<file path="src/rtl/afb_pkg.sv">
package afb_pkg;
  typedef enum logic [0:0] {
    FILLING   = 1'b0,
    STREAMING = 1'b1
  } fill_state_e;
endpackage

</file>
<file path="src/rtl/afb_wr_ctrl.sv">
module afb_wr_ctrl #(
  parameter int SEG_LEN = 16,
  parameter int DEPTH   = 192,
  localparam int SCW    = $clog2(SEG_LEN),
  localparam int PW     = $clog2(DEPTH)
) (
  input  logic          clk_i,
  input  logic          rst_ni,
  input  logic          valid_i,
  output logic [PW-1:0] wr_ptr_o,
  output logic [PW-1:0] wr_ptr_next_o,
  output logic          seg_done_o
);
  logic [SCW-1:0] samp_cnt_q;
  logic [PW-1:0]  wr_ptr_q;
  logic [PW-1:0]  wr_ptr_inc;

  generate
    if ((DEPTH & (DEPTH - 1)) == 0) begin : g_pow2
      assign wr_ptr_inc = wr_ptr_q + PW'(1);
    end else begin : g_wrap
      assign wr_ptr_inc = (wr_ptr_q == PW'(DEPTH - 1)) ? '0 : wr_ptr_q + PW'(1);
    end
  endgenerate

  assign seg_done_o    = valid_i && (samp_cnt_q == SCW'(SEG_LEN - 1));
  assign wr_ptr_o      = wr_ptr_q;
  assign wr_ptr_next_o = wr_ptr_inc;

  always_ff @(posedge clk_i or negedge rst_ni) begin
    if (!rst_ni) begin
      samp_cnt_q <= '0;
      wr_ptr_q   <= '0;
    end else if (valid_i) begin
      samp_cnt_q <= seg_done_o ? '0 : samp_cnt_q + SCW'(1);
      wr_ptr_q   <= wr_ptr_inc;
    end
  end
endmodule

</file>
<file path="src/rtl/afb_frame_sched.sv">
module afb_frame_sched
  import afb_pkg::*;
#(
  parameter int FRAME_SEGS     = 8,
  parameter int MAX_SHIFT_SEGS = 4,
  parameter int FRAME_LEN      = 128,
  parameter int DEPTH          = 192,
  localparam int PW            = $clog2(DEPTH),
  localparam int SHW           = $clog2(MAX_SHIFT_SEGS + 1),
  localparam int FCW           = $clog2(FRAME_SEGS + 1)
) (
  input  logic           clk_i,
  input  logic           rst_ni,
  input  logic           seg_done_i,
  input  logic [PW-1:0]  wr_ptr_next_i,
  input  logic [SHW-1:0] shift_segs_i,
  input  logic           ack_i,
  output logic           frame_ready_o,
  output logic           overrun_o,
  output logic [PW-1:0]  start_o
);
  fill_state_e    state_q;
  logic [FCW-1:0] fill_cnt_q;
  logic [SHW-1:0] shift_cnt_q;
  logic [SHW-1:0] shift_eff;
  logic           shift_hit;
  logic           fill_hit;
  logic           fire;
  logic           pending_q;
  logic [PW-1:0]  start_q;
  logic [PW:0]    start_sum;
  logic [PW-1:0]  start_nxt;

  always_comb begin
    if (shift_segs_i == '0)                            shift_eff = SHW'(1);
    else if (shift_segs_i > SHW'(MAX_SHIFT_SEGS))      shift_eff = SHW'(MAX_SHIFT_SEGS);
    else                                               shift_eff = shift_segs_i;
  end

  assign shift_hit = ({1'b0, shift_cnt_q} + (SHW+1)'(1)) >= {1'b0, shift_eff};
  assign fill_hit  = fill_cnt_q == FCW'(FRAME_SEGS - 1);
  assign fire      = seg_done_i && ((state_q == FILLING) ? fill_hit : shift_hit);

  // oldest sample of the frame that ends just before wr_ptr_next_i
  assign start_sum = {1'b0, wr_ptr_next_i} + (PW+1)'(DEPTH - FRAME_LEN);
  assign start_nxt = (start_sum >= (PW+1)'(DEPTH)) ? PW'(start_sum - (PW+1)'(DEPTH))
                                                   : PW'(start_sum);
  assign start_o   = start_q;

  always_ff @(posedge clk_i or negedge rst_ni) begin
    if (!rst_ni) begin
      state_q       <= FILLING;
      fill_cnt_q    <= '0;
      shift_cnt_q   <= '0;
      pending_q     <= 1'b0;
      start_q       <= '0;
      frame_ready_o <= 1'b0;
      overrun_o     <= 1'b0;
    end else begin
      if (seg_done_i) begin
        if (state_q == FILLING) begin
          fill_cnt_q <= fill_cnt_q + FCW'(1);
          if (fill_hit) state_q <= STREAMING;
        end else begin
          shift_cnt_q <= shift_hit ? '0 : shift_cnt_q + SHW'(1);
        end
      end
      if (fire) start_q <= start_nxt;
      pending_q     <= fire | (pending_q & ~ack_i);
      frame_ready_o <= fire;
      overrun_o     <= fire & pending_q & ~ack_i;
    end
  end
endmodule

</file>
<file path="src/rtl/afb_rd_xlate.sv">
module afb_rd_xlate #(
  parameter int DEPTH = 192,
  parameter int FAW   = 7,
  localparam int PW   = $clog2(DEPTH)
) (
  input  logic [PW-1:0]  start_i,
  input  logic [FAW-1:0] off_i,
  output logic [PW-1:0]  phys_o
);
  generate
    if ((DEPTH & (DEPTH - 1)) == 0) begin : g_pow2
      assign phys_o = start_i + PW'(off_i);
    end else begin : g_wrap
      logic [PW:0] sum;
      assign sum    = {1'b0, start_i} + (PW+1)'(off_i);
      assign phys_o = (sum >= (PW+1)'(DEPTH)) ? PW'(sum - (PW+1)'(DEPTH)) : PW'(sum);
    end
  endgenerate
endmodule

</file>
<file path="src/rtl/afb_ring_store.sv">
module afb_ring_store #(
  parameter int DW    = 16,
  parameter int DEPTH = 192,
  localparam int PW   = $clog2(DEPTH)
) (
  input  logic          clk_i,
  input  logic          rst_ni,
  input  logic          we_i,
  input  logic [PW-1:0] waddr_i,
  input  logic [DW-1:0] wdata_i,
  input  logic [PW-1:0] raddr_i,
  output logic [DW-1:0] rdata_o
);
  logic [DW-1:0] mem [DEPTH];

  always_ff @(posedge clk_i) begin
    if (we_i) mem[waddr_i] <= wdata_i;
  end

  always_ff @(posedge clk_i or negedge rst_ni) begin
    if (!rst_ni) rdata_o <= '0;
    else         rdata_o <= mem[raddr_i];
  end
endmodule

</file>
<file path="src/rtl/overlap_frame_buf.sv">
module overlap_frame_buf #(
  parameter int SAMPLE_W       = 16,
  parameter int SEG_LEN        = 16,
  parameter int FRAME_SEGS     = 8,
  parameter int MAX_SHIFT_SEGS = 4,
  localparam int FRAME_LEN     = SEG_LEN * FRAME_SEGS,
  localparam int DEPTH         = SEG_LEN * (FRAME_SEGS + MAX_SHIFT_SEGS),
  localparam int PW            = $clog2(DEPTH),
  localparam int FAW           = $clog2(FRAME_LEN),
  localparam int SHW           = $clog2(MAX_SHIFT_SEGS + 1)
) (
  input  logic                clk_i,
  input  logic                rst_ni,
  input  logic                sample_valid_i,
  input  logic [SAMPLE_W-1:0] sample_i,
  input  logic [SHW-1:0]      shift_segs_i,
  output logic                frame_ready_o,
  input  logic                frame_ack_i,
  output logic                overrun_o,
  input  logic [FAW-1:0]      rd_addr_i,
  output logic [SAMPLE_W-1:0] rd_data_o
);
  logic [PW-1:0] wr_ptr;
  logic [PW-1:0] wr_ptr_next;
  logic          seg_done;
  logic [PW-1:0] start_ptr;
  logic [PW-1:0] rd_phys;

  afb_wr_ctrl #(.SEG_LEN(SEG_LEN), .DEPTH(DEPTH)) u_wr (
    .clk_i         (clk_i),
    .rst_ni        (rst_ni),
    .valid_i       (sample_valid_i),
    .wr_ptr_o      (wr_ptr),
    .wr_ptr_next_o (wr_ptr_next),
    .seg_done_o    (seg_done)
  );

  afb_frame_sched #(
    .FRAME_SEGS     (FRAME_SEGS),
    .MAX_SHIFT_SEGS (MAX_SHIFT_SEGS),
    .FRAME_LEN      (FRAME_LEN),
    .DEPTH          (DEPTH)
  ) u_sched (
    .clk_i         (clk_i),
    .rst_ni        (rst_ni),
    .seg_done_i    (seg_done),
    .wr_ptr_next_i (wr_ptr_next),
    .shift_segs_i  (shift_segs_i),
    .ack_i         (frame_ack_i),
    .frame_ready_o (frame_ready_o),
    .overrun_o     (overrun_o),
    .start_o       (start_ptr)
  );

  afb_rd_xlate #(.DEPTH(DEPTH), .FAW(FAW)) u_xlate (
    .start_i (start_ptr),
    .off_i   (rd_addr_i),
    .phys_o  (rd_phys)
  );

  afb_ring_store #(.DW(SAMPLE_W), .DEPTH(DEPTH)) u_store (
    .clk_i   (clk_i),
    .rst_ni  (rst_ni),
    .we_i    (sample_valid_i),
    .waddr_i (wr_ptr),
    .wdata_i (sample_i),
    .raddr_i (rd_phys),
    .rdata_o (rd_data_o)
  );
endmodule

</file>
<file path="config.mk">
export PLATFORM = sky130hd
export DESIGN_NAME = overlap_frame_buf
export DESIGN_NICKNAME = d
export VERILOG_FILES = /design/src/rtl/afb_pkg.sv /design/src/rtl/afb_wr_ctrl.sv /design/src/rtl/afb_frame_sched.sv /design/src/rtl/afb_rd_xlate.sv /design/src/rtl/afb_ring_store.sv /design/src/rtl/overlap_frame_buf.sv
export SDC_FILE = /design/constraint.sdc
export NUM_CORES = 2
export LEC_CHECK = 0
export ABC_AREA = 1
export ABC_CLOCK_PERIOD_IN_PS = 4100
export BUFFER_PORTS_ARGS = -buffer_cell sky130_fd_sc_hd__buf_2
export CORE_ASPECT_RATIO = 0.8
export CORE_MARGIN = 1.5
export CORE_UTILIZATION = 31
export CTS_CLUSTER_SIZE = 12
export DETAILED_ROUTE_END_ITERATION = 10
export PLACE_DENSITY = 0.54
export SYNTH_ARGS = -nofsm -noshare
export SYNTH_HDL_FRONTEND = slang
export SYNTH_SLANG_ARGS = --single-unit
</file>
<file path="constraint.sdc">
create_clock -name clk_i -period 4.1 [get_ports clk_i]
set_input_delay 0.41 -clock clk_i [delete_from_list [all_inputs] [get_ports clk_i]]
set_output_delay 0.41 -clock clk_i [all_outputs]
set_load 0.005 [all_outputs]
</file>
Word level (Yosys, flattened, before mapping)
Memories as Yosys holds them, arrays and structs flattened. A register that Yosys moved wholly into a read port is not among the register bits.
Index checks and enable logic that the tools add are counted.
Widths: inputs -> output; s select.
{ "op_classes": {"bitwise_logic": 6, "eq_ne": 3, "addsub": 9, "mux": 12, "order_cmp": 4, "n_reduce_logical": 6} }
{ "op_table": {"columns": ["cell", "n"], "rows": [
  ["$mux 8", 3],
  ["$ge 9x8->1 const B", 2],
  ["$sub 8x8->8 const B", 2],
  ["$add 8x7->9", 1],
  ["$add 8x7->9 const B", 1],
  ["$mux 3", 3],
  ["$add 4x1->4 const B", 2],
  ["$add 8x1->8 const B", 1],
  ["$eq 8x8->1 const B", 1],
  ["$mux 1", 5],
  ["$add 3x1->4 const B", 1],
  ["$eq 4x3->1 const B", 1],
  ["$eq 4x4->1 const B", 1],
  ["$ge 4x3->1", 1],
  ["$mux 4", 1],
  ["$reduce_and 2->1", 2],
  ["$add 3x1->3 const B", 1],
  ["$and 1x1->1", 3],
  ["$gt 3x3->1 const B", 1],
  ["$logic_not 3->1", 1],
  ["$logic_and 1x1->1", 2],
  ["$not 1->1", 2],
  ["$logic_not 1->1", 1],
  ["$or 1x1->1", 1]
]} }
{ "word_totals": {"ff_bits": 31, "output_inout_bits": 18, "memories": 1, "ramBits": 3072, "inputBits": 30, "elab_cells": 50} }
{ "memory_table": {"columns": ["memory", "depth", "word_bits", "read_ports", "rd_clocked_by_memory_dff", "wr", "line", "text"], "rows": [
  ["u_store.mem", 192, 16, 1, 1, 1, "afb_ring_store.sv:14", "logic [DW-1:0] mem [DEPTH];"]
]} }

Logic depth before layout (Yosys ltp)
{ "logic_depth": {"ltp_word": 8, "depth_mapped": 23, "depth_no_buf": 22} }

Modules after synthesis
A second synthesis with hierarchy kept.
{ "hier_totals": {"hier_cells": 10338, "hier_area_um2": 125993.3} }
{ "modules_own_cells": {"columns": ["module", "instances", "cells_per_inst", "area_per_inst_um2", "seq_area_each_um2"], "rows": [
  ["afb_ring_store", 1, 10055, 123767.5, 92648.9],
  ["afb_frame_sched", 1, 103, 1033.5, 475.5],
  ["afb_wr_ctrl", 1, 95, 701.9, 300.3],
  ["afb_rd_xlate", 1, 85, 490.5, 0.0]
]} }

Worst setup path before layout
No wires, ideal clock.
{ "synth_path": {"kind": "in2reg", "startpoint": "input rd_addr_i[0]", "endpoint": "register u_store.rdata_o[10], read port of u_store.mem", "arrival_ns": 2.750, "cell_stages": 23, "slack_ns": 1.233, "path_cell_list": "ha_1 > inv_1 > fa_1 > inv_1 > nand3_1 > nand2_1 > nand2_1 > nand2_1 > nand2_1 > nand2_1 > ha_1 > nand3_1 > nor2_1 > nand3_1 > nor2_1 > nand2_1 > nand3_2 > nand2_1 > o21ai_4 > inv_2 > buf_6 > nand2_1 > nand2_1"} }
{ "synth_via": {"elab_chain_len": 3, "elab_cells_between_ends": 4, "classes_between": "add/sub: 2; order compare: 1; mux: 1"} }
{ "synth_rtl": {"columns": ["item", "line", "text"], "rows": [
  ["start, declared", "overlap_frame_buf.sv:20", "input logic [FAW-1:0] rd_addr_i,"],
  ["$add 8x7->9 (*)", "afb_rd_xlate.sv:15", "assign sum = {1'b0, start_i} + (PW+1)'(off_i);"],
  ["$sub 8x8->8 or $ge 9x8->1 (tied branches)", "afb_rd_xlate.sv:16", "assign phys_o = (sum >= (PW+1)'(DEPTH)) ? PW'(sum - (PW+1)'(DEPTH)) : PW'(sum);"],
  ["$mux 8 (*)", "afb_rd_xlate.sv:16", null],
  ["end, declared", "afb_ring_store.sv:12", "output logic [DW-1:0] rdata_o"]
]} }
Every way passes the cells marked *; elsewhere a longest branch is shown, timed or not.
A chain may end at the register's enable or synchronous reset.

Worst setup path in the final report
{ "layout_path": {"startpoint": "register u_sched.start_q[0], in the netlist u_sched.start_o[0]", "endpoint": "register u_store.rdata_o[4], read port of u_store.mem"} }
{ "layout_via": {"elab_chain_len": 3, "elab_cells_between_ends": 4, "classes_between": "add/sub: 2; order compare: 1; mux: 1"} }
{ "layout_rtl": {"columns": ["item", "line", "text"], "rows": [
  ["start, declared", "afb_frame_sched.sv:30", "logic [PW-1:0] start_q;"],
  ["start signal, assigned", "afb_frame_sched.sv:68", "if (fire) start_q <= start_nxt;"],
  ["$add 8x7->9 (*)", "afb_rd_xlate.sv:15", null],
  ["$sub 8x8->8 or $ge 9x8->1 (tied branches)", "afb_rd_xlate.sv:16", null],
  ["$mux 8 (*)", "afb_rd_xlate.sv:16", null]
]} }
Marked as above.

==> flow_summary_export.csv <==
group,metric,value,unit
worst_setup_path,path_buf_inv,4,
synthesis,ys.warnings.count,0,
clocking,cts_buffers,323,
worst_setup_path,max_stage_delay,0.87,ns
grt,globalRouteTotalUtil,0.1848,
detailed_routing,avgViaCountPerCell,5.115,
clocking,htree_num_levels,5,
die,initial_core_util,0.3115,
detailed_routing,drt_wl_total,391500,um
worst_hold_path,min_to,"u_wr.samp_cnt_q[1]$_DFFE_PN0P_",
sta,finalCriticalPeriod,4.049,ns
worst_setup_path,cp_cell_sequence,"ha_4 -> inv_1 -> fa_4 -> buf_12 -> buf_12 -> buf_4 -> nand3_1 -> nand3_1 -> nand3_1 -> nand3_1 -> nand3_1 -> nand2_1 -> nand2_1 -> nand3_1 -> nand2_1",
die,die_w,716.5,um
die,rows,209,
synthesis,synth_nets,10590,
grt,grt_pass1_wl,565400,um
sta,fin_tns_setup,0,ns
sta,rsz0062_at_grt,"no",
clocking,path_clk_slew,0.06,ns
detailed_routing,drc,0,
sta,slew_headroom,0.2523,
die,die_y,573.8,um
worst_setup_path,crit_type,"reg -> reg",
place,hpwl,232000,um
worst_hold_path,hold_depth,3,
clocking,post_cts_buffers,0,
worst_setup_path,worst-r2r-setup-slack,0.05,ns
layout,syn_to_final_growth,15.10,%
clocking,clockRootBuffer,"clkbuf_16",
power_and_ir_drop,p_leak,50.49,nW
power_and_ir_drop,p_per_area,759.9,mW/mm^2
grt,grt_pass1_vias,78050,
sta,skew,0.06586,ns
detailed_routing,vias,83680,
layout,layout.nets,10830,
detailed_routing,first_pass_iters,7,
synthesis,syn_inst,10540,
outcome,status,"completed",
synthesis,ys_seq_elements,3119,
synthesis,ys_seq_area_frac,0.7400,
sta,worst_pin_slew,1.122,ns
worst_setup_path,rr_endpoint,"u_store.rdata_o[4]$_DFF_PN0_",
worst_setup_path,critPathLaunchType,"flop",
worst_setup_path,crit_required,4.88,ns
synthesis,synth_cell_types,31,
worst_setup_path,reg2reg_depth,15,
worst_setup_path,endpoint_kind,"flop",
grt,grt_max_degree,160,
sta,hold_viol,0,
clocking,clockBufferDepth,4,
synthesis,synthesis.area,0.1262,sq mm
worst_setup_path,crit_slowest_cell,"fa_4",
worst_hold_path,hp-class,"in -> reg",
detailed_routing,first_iter_violations,10650,
detailed_routing,routedWlPerCell,23.93,um
sta,fmax,247.0,MHz
worst_setup_path,crit-reg2reg-launch,"u_sched.start_o[0]$_DFFE_PN0P_",
layout,postLayoutCoreUtil,0.3585,
worst_setup_path,cp_common_cell,"nand3_1",
power_and_ir_drop,irDropWorstVdd,0.0008781,V
run,cap_violations,0,
die,core,0.4053,sq mm
clocking,clock_sinks,3119,
worst_setup_path,crit_family,"simple AND/OR/NAND/NOR gates",
clocking,clk_latency,0.91,ns
grt,gr-total-overflow,0,
place,routabilityCongestion,0.8516,
grt,antenna_found_initial,20,
clocking,cts_tree,"done",
sta,period_share,0.9875,
place,portBuffers,47,
worst_hold_path,worstHoldStart,"sample_valid_i",
layout,drive_above_1_share,0.09610,
worst_setup_path,crit_arrival,4.82,ns
synthesis,synth.avg_cell_area,11.98,sq um
worst_setup_path,worst-path-max-fanout,25,
sta,setup_violations,0,
die,die-area,0.4111,sq mm
sta,slew_viol_final,0,
die,pin_count,48,
detailed_routing,ant_nets,0,
state kept, by name (all words and copies together) (netlist names):
register,count
u_sched.frame_ready_o,1
u_sched.overrun_o,1
u_sched.shift_cnt_q,3
u_wr.samp_cnt_q,4
u_sched.state_q,1
u_sched.pending_q,1
u_sched.start_o,8
u_sched.fill_cnt_q,4
u_store.rdata_o,16
u_wr.wr_ptr_o,8
u_store.mem,3072
power breakdown:
group	leakage [nW]	switching, W	total [W]	internal [W]
logic	17.8	0.0337	0.0473	0.0136
clock network	4.52	0.0121	0.0272	0.0151
registers	28.2	0.000389	0.0359	0.0355
what timing repair did:
action                     4_1_cts  5_1_grt
setup endpoints to repair        1        3
gates cloned                     0        0
hold buffers                     4        0
hold endpoints to repair        82        0
gates resized for setup          1        2
cell type report:
type                            instances  area (sq um)
Inverter                               78         315.3
Clock buffer                          435          8668
Timing Repair Buffer                  613          6238
Tap cell                             5380          6731
Sequential cell                      3119         93420
Multi-Input combinational cell       6640         29230
Antenna cell                           10         25.02
Clock inverter                         83         663.1
Fill cell                           39460        260000
cell usage in the layout (no fill, tap or decap), types with 2 or more instances in the layout:
cell type / count
inv_16: 4
clkinv_4: 2
clkbuf_1: 100
buf_2: 30
nor3_2: 11
clkinv_2: 14
nand2_2: 9
dfrtp_1: 47
o21ai_1: 4
bufinv_16: 5
nor3_1: 5
buf_4: 435
inv_6: 7
ha_1: 18
inv_1: 72
nor2_1: 565
buf_12: 128
clkinv_8: 6
nor2_2: 29
o21ai_0: 419
edfxtp_1: 3072
o22ai_1: 193
a21oi_1: 28
nand3_1: 2163
clkbuf_8: 24
clkbuf_16: 327
dlygate4sd3_1: 4
diode_2: 10
clkinv_1: 44
a31oi_1: 2
inv_2: 3
xor2_1: 4
nand3_2: 6
nand4_1: 13
nand2_1: 3159
nand2_4: 4
how the worst max path moves through the flow:
stage / cells after the start / from / endpoint / slack (ns)
after floorplan: 23 / rd_addr_i[0] / u_store.rdata_o[10]$_DFF_PN0_ / 1.23
after global placement: 16 / rd_addr_i[0] / u_store.rdata_o[6]$_DFF_PN0_ / -0.27
after global routing: 15 / u_sched.start_o[0]$_DFFE_PN0P_ / u_store.rdata_o[4]$_DFF_PN0_ / 0.03
after detailed placement: 16 / rd_addr_i[0] / u_store.rdata_o[6]$_DFF_PN0_ / -0.23
final: 15 / u_sched.start_o[0]$_DFFE_PN0P_ / u_store.rdata_o[4]$_DFF_PN0_ / 0.05
after CTS: 16 / u_sched.start_o[0]$_DFFE_PN0P_ / u_store.rdata_o[6]$_DFF_PN0_ / 0.03
cells by family (layout without fill, tap and decap cells):
kind of cell               Yosys count  after routing  share of synthesized area
AOI/OAI and AO/OA                  649            649                    0.02786
xor gates and xnor gates             5              5                  0.0003469
adders and majority gates           20             20                   0.002042
buffers and inverters              780           1209                    0.03025
DFF                               3119           3119                     0.7400
muxes                                1              1                 0.00008919
other                                0             10                          0
and+or+nand+nor                   5965           5965                     0.1994
cells in the mapped netlist, drive strengths merged:
cell	n	area share
nor2	594	0.018
nand2	3173	0.094
o22ai	193	0.0096
nor3	16	0.00063
mux2	1	0.000089
a21oi	29	0.0012
xor2	4	0.00028
xnor2	1	0.000069
nand4	13	0.00064
fa	1	0.00016
ha	19	0.0019
o21ai	424	0.017
clkinv	1	0.000030
inv	77	0.0023
clkbuf	213	0.0064
buf	489	0.022
dfrtp	47	0.0093
nand3	2169	0.086
a31oi	2	0.000099
edfxtp	3072	0.73
a211oi	1	0.000059
worst reg2reg max path, delay by kind of cell, from the launching register on:
family | cells | cell delay (ns)
and+or+nand+nor | 9 | 1.51
DFF | 1 | 0.38
adders and majority gates | 2 | 1.03
buffers and inverters | 4 | 1.01
metal layers:
metal | up-vias | part of all wire | track usage
li1 | 37920 | - | -
met1 | 41810 | 0.46 | 0.2827
met2 | 3434 | 0.43 | 0.2711
met3 | 515 | 0.084 | 0.03134
met4 | 2 | 0.024 | 0.04596
met5 | - | 0.000031 | 0
metrics by stage:
step	setup WS [ns]	power (W)	hold WS, ns	cell area (sq um)	std cells
after global routing	0.03203	0.1157	0.08649	145300	16350
final	0.05127	0.1104	0.08785	145300	16360
after detailed placement	-0.2287	0.08344	0.4876	135900	15830
after global placement	-0.2701	0.08355	0.4745	135900	15830
after floorplan	1.233	0.06302	0.1144	126200	10540
after CTS	0.02535	0.1105	0.01781	145300	16350
Note: power is estimated with default switching activity, not from simulation.
